## src/rtl/exc_seq_pkg.sv

```systemverilog
package exc_seq_pkg;
  typedef enum logic [1:0] {
    S_IDLE,
    S_PUSH,
    S_FETCH,
    S_DONE
  } seqState_t;

  typedef struct packed {
    logic latch;     // capture request context
    logic fetchSel;  // address the vector table instead of the stack
    logic loadPc;    // take handler address from read data
  } seqStrobe_t;
endpackage

```

## src/rtl/exc_seq_ctl.sv

```systemverilog
module exc_seq_ctl
  import exc_seq_pkg::*;
(
  input  logic       clk,
  input  logic       rstN,
  input  logic       reqValid,
  input  logic       reqIsReset,
  input  logic       memAck,
  output seqStrobe_t strobe,
  output logic       memReq,
  output logic       memWrite,
  output logic       busy,
  output logic       done
);
  seqState_t state, stateNext;

  always_ff @(posedge clk) begin
    if (!rstN) state <= S_IDLE;
    else       state <= stateNext;
  end

  always_comb begin
    stateNext = state;
    strobe    = '0;
    memReq    = 1'b0;
    memWrite  = 1'b0;
    done      = 1'b0;
    unique case (state)
      S_IDLE: begin
        if (reqValid) begin
          strobe.latch = 1'b1;
          stateNext    = reqIsReset ? S_FETCH : S_PUSH;
        end
      end
      S_PUSH: begin
        memReq   = 1'b1;
        memWrite = 1'b1;
        if (memAck) stateNext = S_FETCH;
      end
      S_FETCH: begin
        memReq          = 1'b1;
        strobe.fetchSel = 1'b1;
        if (memAck) begin
          strobe.loadPc = 1'b1;
          stateNext     = S_DONE;
        end
      end
      S_DONE: begin
        done      = 1'b1;
        stateNext = S_IDLE;
      end
      default: stateNext = S_IDLE;
    endcase
  end

  assign busy = (state != S_IDLE);
endmodule

```

## src/rtl/exc_seq_dp.sv

```systemverilog
module exc_seq_dp
  import exc_seq_pkg::*;
#(
  parameter int ADDR_W      = 24,
  parameter int DATA_W      = 32,
  parameter int VEC_W       = 8,
  parameter int CCR_W       = 8,
  parameter int NARROW_W    = 16,
  parameter int MASK_BIT    = 7,
  parameter int FRAME_BYTES = 4
) (
  input  logic              clk,
  input  logic              rstN,
  input  seqStrobe_t        strobe,
  input  logic              reqIsReset,
  input  logic [VEC_W-1:0]  reqVector,
  input  logic              wideMode,
  input  logic [ADDR_W-1:0] pcIn,
  input  logic [CCR_W-1:0]  ccrIn,
  input  logic [ADDR_W-1:0] spIn,
  input  logic [DATA_W-1:0] memRdata,
  output logic              memSize,
  output logic [ADDR_W-1:0] memAddr,
  output logic [DATA_W-1:0] memWdata,
  output logic [ADDR_W-1:0] pcOut,
  output logic [CCR_W-1:0]  ccrOut,
  output logic [ADDR_W-1:0] spOut
);
  localparam logic [ADDR_W-1:0] NARROW_MASK = {{(ADDR_W-NARROW_W){1'b0}}, {NARROW_W{1'b1}}};
  localparam logic [ADDR_W-1:0] EVEN_MASK   = ~ADDR_W'(1);
  localparam logic [CCR_W-1:0]  CCR_SETMASK = CCR_W'(1) << MASK_BIT;

  logic              wideQ;
  logic [VEC_W-1:0]  vecQ;
  logic [ADDR_W-1:0] pcQ, spQ;
  logic [CCR_W-1:0]  ccrQ;
  logic [DATA_W-1:0] frameQ;

  logic [ADDR_W-1:0] spDec, spNext, vecAddr, pcFetched;
  logic [DATA_W-1:0] frameNext;
  logic              unusedRdTop;

  assign spDec  = spIn - ADDR_W'(FRAME_BYTES);
  assign spNext = reqIsReset ? spIn : (wideMode ? spDec : (spDec & NARROW_MASK));

  // frame layout and vector spacing depend on the address mode
  assign frameNext = wideMode ? DATA_W'({ccrIn, pcIn})
                              : DATA_W'({ccrIn, ccrIn, pcIn[NARROW_W-1:0]});
  assign vecAddr   = wideQ ? (ADDR_W'(vecQ) << 2) : (ADDR_W'(vecQ) << 1);
  assign pcFetched = (wideQ ? memRdata[ADDR_W-1:0]
                            : (memRdata[ADDR_W-1:0] & NARROW_MASK)) & EVEN_MASK;
  assign unusedRdTop = ^memRdata[DATA_W-1:ADDR_W];

  always_ff @(posedge clk) begin
    if (!rstN) begin
      wideQ  <= 1'b0;
      vecQ   <= '0;
      pcQ    <= '0;
      spQ    <= '0;
      ccrQ   <= '0;
      frameQ <= '0;
    end else begin
      if (strobe.latch) begin
        wideQ  <= wideMode;
        vecQ   <= reqIsReset ? '0 : reqVector;
        ccrQ   <= ccrIn | CCR_SETMASK;
        spQ    <= spNext;
        frameQ <= frameNext;
      end
      if (strobe.loadPc) pcQ <= pcFetched;
    end
  end

  assign memAddr  = strobe.fetchSel ? vecAddr : spQ;
  assign memSize  = strobe.fetchSel ? wideQ : 1'b1;
  assign memWdata = frameQ;
  assign pcOut    = pcQ;
  assign ccrOut   = ccrQ;
  assign spOut    = spQ;
endmodule

```

## src/rtl/exc_entry_seq.sv

```systemverilog
module exc_entry_seq
  import exc_seq_pkg::*;
#(
  parameter int ADDR_W   = 24,
  parameter int DATA_W   = 32,
  parameter int VEC_W    = 8,
  parameter int CCR_W    = 8,
  parameter int NARROW_W = 16,
  parameter int MASK_BIT = 7
) (
  input  logic              clk,
  input  logic              rstN,
  input  logic              reqValid,
  input  logic              reqIsReset,
  input  logic [VEC_W-1:0]  reqVector,
  input  logic              wideMode,
  input  logic [ADDR_W-1:0] pcIn,
  input  logic [CCR_W-1:0]  ccrIn,
  input  logic [ADDR_W-1:0] spIn,
  output logic              memReq,
  output logic              memWrite,
  output logic              memSize,
  output logic [ADDR_W-1:0] memAddr,
  output logic [DATA_W-1:0] memWdata,
  input  logic [DATA_W-1:0] memRdata,
  input  logic              memAck,
  output logic [ADDR_W-1:0] pcOut,
  output logic [CCR_W-1:0]  ccrOut,
  output logic [ADDR_W-1:0] spOut,
  output logic              busy,
  output logic              done
);
  seqStrobe_t strobe;

  exc_seq_ctl u_ctl (
    .clk(clk), .rstN(rstN), .reqValid(reqValid), .reqIsReset(reqIsReset),
    .memAck(memAck), .strobe(strobe), .memReq(memReq), .memWrite(memWrite),
    .busy(busy), .done(done)
  );

  exc_seq_dp #(
    .ADDR_W(ADDR_W), .DATA_W(DATA_W), .VEC_W(VEC_W), .CCR_W(CCR_W),
    .NARROW_W(NARROW_W), .MASK_BIT(MASK_BIT), .FRAME_BYTES(4)
  ) u_dp (
    .clk(clk), .rstN(rstN), .strobe(strobe), .reqIsReset(reqIsReset),
    .reqVector(reqVector), .wideMode(wideMode), .pcIn(pcIn), .ccrIn(ccrIn),
    .spIn(spIn), .memRdata(memRdata), .memSize(memSize), .memAddr(memAddr),
    .memWdata(memWdata), .pcOut(pcOut), .ccrOut(ccrOut), .spOut(spOut)
  );
endmodule

```

## config.mk

```make
export PLATFORM = sky130hd
export DESIGN_NAME = exc_entry_seq
export DESIGN_NICKNAME = d
export VERILOG_FILES = /design/src/rtl/exc_seq_pkg.sv /design/src/rtl/exc_seq_ctl.sv /design/src/rtl/exc_seq_dp.sv /design/src/rtl/exc_entry_seq.sv
export SDC_FILE = /design/constraint.sdc
export NUM_CORES = 1
export LEC_CHECK = 0
export ABC_AREA = 1
export CORE_MARGIN = 3
export CORE_UTILIZATION = 44
export DETAILED_ROUTE_END_ITERATION = 16
export PLACE_DENSITY = 0.87
export SYNTH_ARGS = -nofsm -noshare
export SYNTH_HDL_FRONTEND = slang
export SYNTH_HIERARCHICAL = 1
export SYNTH_SLANG_ARGS = --single-unit
```

## constraint.sdc

```tcl
create_clock -name clk -period 3.4 [get_ports clk]
set_input_delay 1.02 -clock clk [delete_from_list [all_inputs] [get_ports clk]]
set_output_delay 1.02 -clock clk [all_outputs]
set_load 0.01 [all_outputs]
```

==> impl_summary.txt <==
----------------------------------------------------
[Setup path]
  Endpoint of the worst register-to-register path ... u_dp/spOut[2]
  Startpoint Class ... flop
  Reg-to-Reg Start ... u_ctl/state[1]
  Kind of end point of the critical path ... output pin
  Worst setup path category ... reg -> out
  Crit-path max FO ... 22
  Arrival @ worst endpoint ... 2.26 ns
  Number of cells on the worst reg-to-reg path ... 9
  Setup slack of the most critical reg-to-reg path ... 1.45 ns
  Required time of the critical path ... 2.38 ns

[Pwr]
  Power spent charging and discharging nets ... 1.476 mW
  Proportion of power drawn by combinational gates ... 45.4%
  P_leak ... 2.769 nW
  Switching portion of total power ... 37.33%
  Clock network fraction of design power ... 18.4%
  Internal power contribution ... 2.478 mW
  Total power after layout ... 3.955 mW
  Power per cell area ... 592.0 nW/µm²
  Peak supply drop ... 0.0004713 V
  Relative contribution of sequential cells to total power ... 36.2%

[CTS]
  Clk slew on worst S/H paths ... 0.09 ns
  Clock Latency Late Sink ... 0.35 ns
  TritonCTS sink count ... 91
  TritonCTS buffer count ... 9
  CTS Buffer Depth ... 2
  Post-cts hold buffer count ... 0
  Buffers inserted by post-CTS timing repair ... 0
  Level count of the clock H-tree ... 3
  CTS tree ... yes
  Root buffer selected by CTS ... sky130_fd_sc_hd__clkbuf_8

[Floorplan]
  Effective utilization at floorplan ... 46.14%
  Width of the chip ... 105.4 µm
  Top-level port count ... 219
  Site Rows ... 35
  Die Height ... 105.4 µm
  Die area ... 11100 µm²
  Std-Cell Core Area ... 9415 µm²

[Cells and area]
  Signed area change from the synthesized netlist to the final layout ... 53.77%
  Final Cell Area ... 6680 µm²
  Number of nets in the layout ... 924
  Fraction of layout instances using a drive strength above 1 ... 6.707%
  Count of antenna diodes in the layout ... 0

[Synthesis]
  Average cell area after synthesis ... 6.917 µm²
  Total standard cell area after synthesis ... 4344 µm²
  Seq/Total Area, Yosys ... 41.94%
  Synth top area cells ... sky130_fd_sc_hd__dfxtp_1 42%, sky130_fd_sc_hd__nor2_1 11%, sky130_fd_sc_hd__nand2_1 7.9%, sky130_fd_sc_hd__o21ai_0 7.8%, sky130_fd_sc_hd__a21oi_1 5.1%
  Cell type with the largest total area after synthesis ... sky130_fd_sc_hd__dfxtp_1
  Distinct cell type count of the synthesized netlist ... 33
  Main flop type after synthesis ... sky130_fd_sc_hd__dfxtp_1
  #FFs+latches synth ... 91
  Asr flop ratio synth ... 0%
  Synthesized Nets ... 737
  Number of enable-type register cells in the synthesized netlist ... 0
  Yosys Warn Count ... 6
  Top-area cell type share of the netlist area ... 41.94%
  Number of instances in the synthesized netlist ... 628

[Worst hold path]
  End point of the worst hold path ... u_dp/memWdata[31]
  Number of instances on the worst hold path ... 2
  HP Class ... reg -> reg
  Startpoint of the tightest hold check path ... u_dp/memWdata[31]

[Global routing]
  Vias in the first global route ... 4736
  Pin count of the biggest net entering global routing ... 61
  Wire length of the first global-routing pass ... 23.11 mm
  Aggregate global-route resource usage ... 25.46%
  Initial antenna violation count ... 0
  Total congestion overflow ... 0

[STA]
  Peak clock frequency supported by timing ... 0.3046 GHz
  Min setup slack post-route ... 0.1173 ns
  Relative slew slack ... 48.07%
  Worst clock skew ... 0.007327 ns
  Count of final setup violators ... 0
  Worst-case hold slack ... 0.4651 ns
  Setup repair after global routing missed its margin ... false
  Endpoints failing hold ... 0
  Crit share post-route ... 96.55%
  Post-route minimum period ... 3.283 ns
  Setup TNS Final ... 0 ns
  Final number of max-transition violations ... 0
  Slew at the pin closest to its max-slew limit ... 0.7780 ns

[Place]
  HPWL reported at the end of detailed placement ... 10.84 mm
  Placed cell area ... 6454 µm²
  Pre-CTS WS ... 0.3605 ns
  Number of I/O port buffers ... 208
  Global placer's final weighted congestion ... 0.9070

[Run status]
  Run status ... complete, no violations

[Detailed routing]
  Iteration count of the initial detailed-routing pass ... 4
  Total length of routed wires ... 14.35 mm
  Number of vias per cell after detailed routing ... 5.113
  Wire per inst ... 15.12 µm
  Number of routed nets with antenna violations ... 0
  Iter 0 DRT Violations ... 369
  DRC violation count after routing ... 0
  Vias ... 4852

[Job]
  Max Cap Viol ... 0

----------------------------------------------------
[flip-flops by register name (all words and copies together) (netlist names)]
signal,flops
u_dp/ccrOut,8
u_dp/vecQ,8
u_dp/spOut,24
u_dp/memWdata,25
u_dp/pcOut,23
u_ctl/state,2
u_dp/wideQ,1
[per-layer routing]
metal,share of wire [%],GRT usage [%]
met1,40,29.79
met2,50,45.17
met3,7.7,6.124
met4,2.5,8.903
met5,0,0
[synth_stat cells, types with 4 or more instances]
master	count
sky130_fd_sc_hd__buf_4	8
sky130_fd_sc_hd__nor2_2	9
sky130_fd_sc_hd__o21ai_1	6
sky130_fd_sc_hd__nand2_1	91
sky130_fd_sc_hd__dfxtp_1	91
sky130_fd_sc_hd__clkbuf_1	17
sky130_fd_sc_hd__inv_2	5
sky130_fd_sc_hd__nand4_1	7
sky130_fd_sc_hd__ha_1	7
sky130_fd_sc_hd__buf_2	10
sky130_fd_sc_hd__inv_1	58
sky130_fd_sc_hd__nand2_2	4
sky130_fd_sc_hd__nor2_1	126
sky130_fd_sc_hd__o211ai_1	8
sky130_fd_sc_hd__nand3_1	44
sky130_fd_sc_hd__o21ai_0	68
sky130_fd_sc_hd__a21oi_1	44
[kinds of logic after synthesis]
group           count (synthesis)  synth area share [%]
simple gates                  290                 28.80
other cells                     1               0.08632
flops                          91                 41.94
fa+ha+maj                       7                 2.016
compound gates                133                 16.48
xor+xnor                        3                0.6049
buf+inv                       103                 10.08
[worst max-delay path, cell delays in order (launching register included)]
cell	delay, ns
sky130_fd_sc_hd__dfxtp_1	0.34
sky130_fd_sc_hd__inv_1	0.16
sky130_fd_sc_hd__ha_2	0.25
sky130_fd_sc_hd__buf_6	0.22
sky130_fd_sc_hd__nand2_2	0.14
sky130_fd_sc_hd__o221ai_1	0.20
sky130_fd_sc_hd__clkdlybuf4s50_1	0.60
[what timing repair did]
action,4_1_cts,5_1_grt
pin swaps,0,1
gates resized for setup,2,11
setup endpoints to repair,8,9
[metrics by stage]
| step | util, % | std cells |
|---|---|---|
| after global placement | 68.54 | 933 |
| final | 70.95 | 949 |
| after floorplan | - | 628 |
| after detailed placement | 68.54 | 933 |
| after CTS | 70.67 | 949 |
| after global routing | 70.95 | 949 |
[worst max-delay path by stage]
stage / startpoint / end / cells after the start
after detailed placement: u_ctl/state[0] / memAddr[5] / 6
after global routing: u_ctl/state[0] / memAddr[4] / 7
final: u_ctl/state[0] / memAddr[7] / 6
after global placement: u_ctl/state[0] / memAddr[5] / 6
after CTS: u_ctl/state[0] / memAddr[5] / 6
after floorplan: u_ctl/state[0] / memAddr[1] / 6
[final cells by class]
| cell class | count | area [µm²] |
|---|---|---|
| fillers | 767 | 2735 |
| multi-input cells | 434 | 2098 |
| flip-flops and latches | 91 | 1822 |
| well taps | 129 | 161.4 |
| clock inverters | 5 | 42.54 |
| clock buffers | 11 | 151.4 |
| inverters | 63 | 236.5 |
| repair buffers | 216 | 2168 |
[layout by cell type (no fill, tap or decap), types with 2 or more instances in the layout]
master / Yosys / routed
sky130_fd_sc_hd__clkdlybuf4s50_1: 0 / 201
sky130_fd_sc_hd__nor2_1: 126 / 125
sky130_fd_sc_hd__dfxtp_1: 91 / 91
sky130_fd_sc_hd__nand2_1: 91 / 90
sky130_fd_sc_hd__o21ai_0: 68 / 67
sky130_fd_sc_hd__inv_1: 58 / 56
sky130_fd_sc_hd__nand3_1: 44 / 44
sky130_fd_sc_hd__a21oi_1: 44 / 44
sky130_fd_sc_hd__clkbuf_8: 0 / 11
sky130_fd_sc_hd__nor2_2: 9 / 10
sky130_fd_sc_hd__o211ai_1: 8 / 8
sky130_fd_sc_hd__o21ai_1: 6 / 7
sky130_fd_sc_hd__nand4_1: 7 / 7
sky130_fd_sc_hd__dlymetal6s2s_1: 0 / 6
sky130_fd_sc_hd__buf_4: 8 / 6
sky130_fd_sc_hd__ha_1: 7 / 6
sky130_fd_sc_hd__inv_2: 5 / 6
sky130_fd_sc_hd__nand2_2: 4 / 5
sky130_fd_sc_hd__inv_6: 0 / 3
sky130_fd_sc_hd__nor3_1: 3 / 3
sky130_fd_sc_hd__xor2_1: 3 / 3
sky130_fd_sc_hd__nand3_2: 2 / 2
sky130_fd_sc_hd__o221ai_1: 3 / 2
[power groups by stage]
| stage | clock [mW] | combinational [mW] | sequential (mW) |
|---|---|---|---|
| floorplan | 0 | 0.772 | 1.52 |
| global placement | 0 | 1.74 | 1.44 |
| detailed placement | 0 | 1.78 | 1.45 |
| CTS | 0.746 | 1.80 | 1.43 |
| global route | 0.798 | 1.95 | 1.46 |
| finish | 0.728 | 1.80 | 1.43 |
No activity file was read; power rests on OpenSTA's default activity.
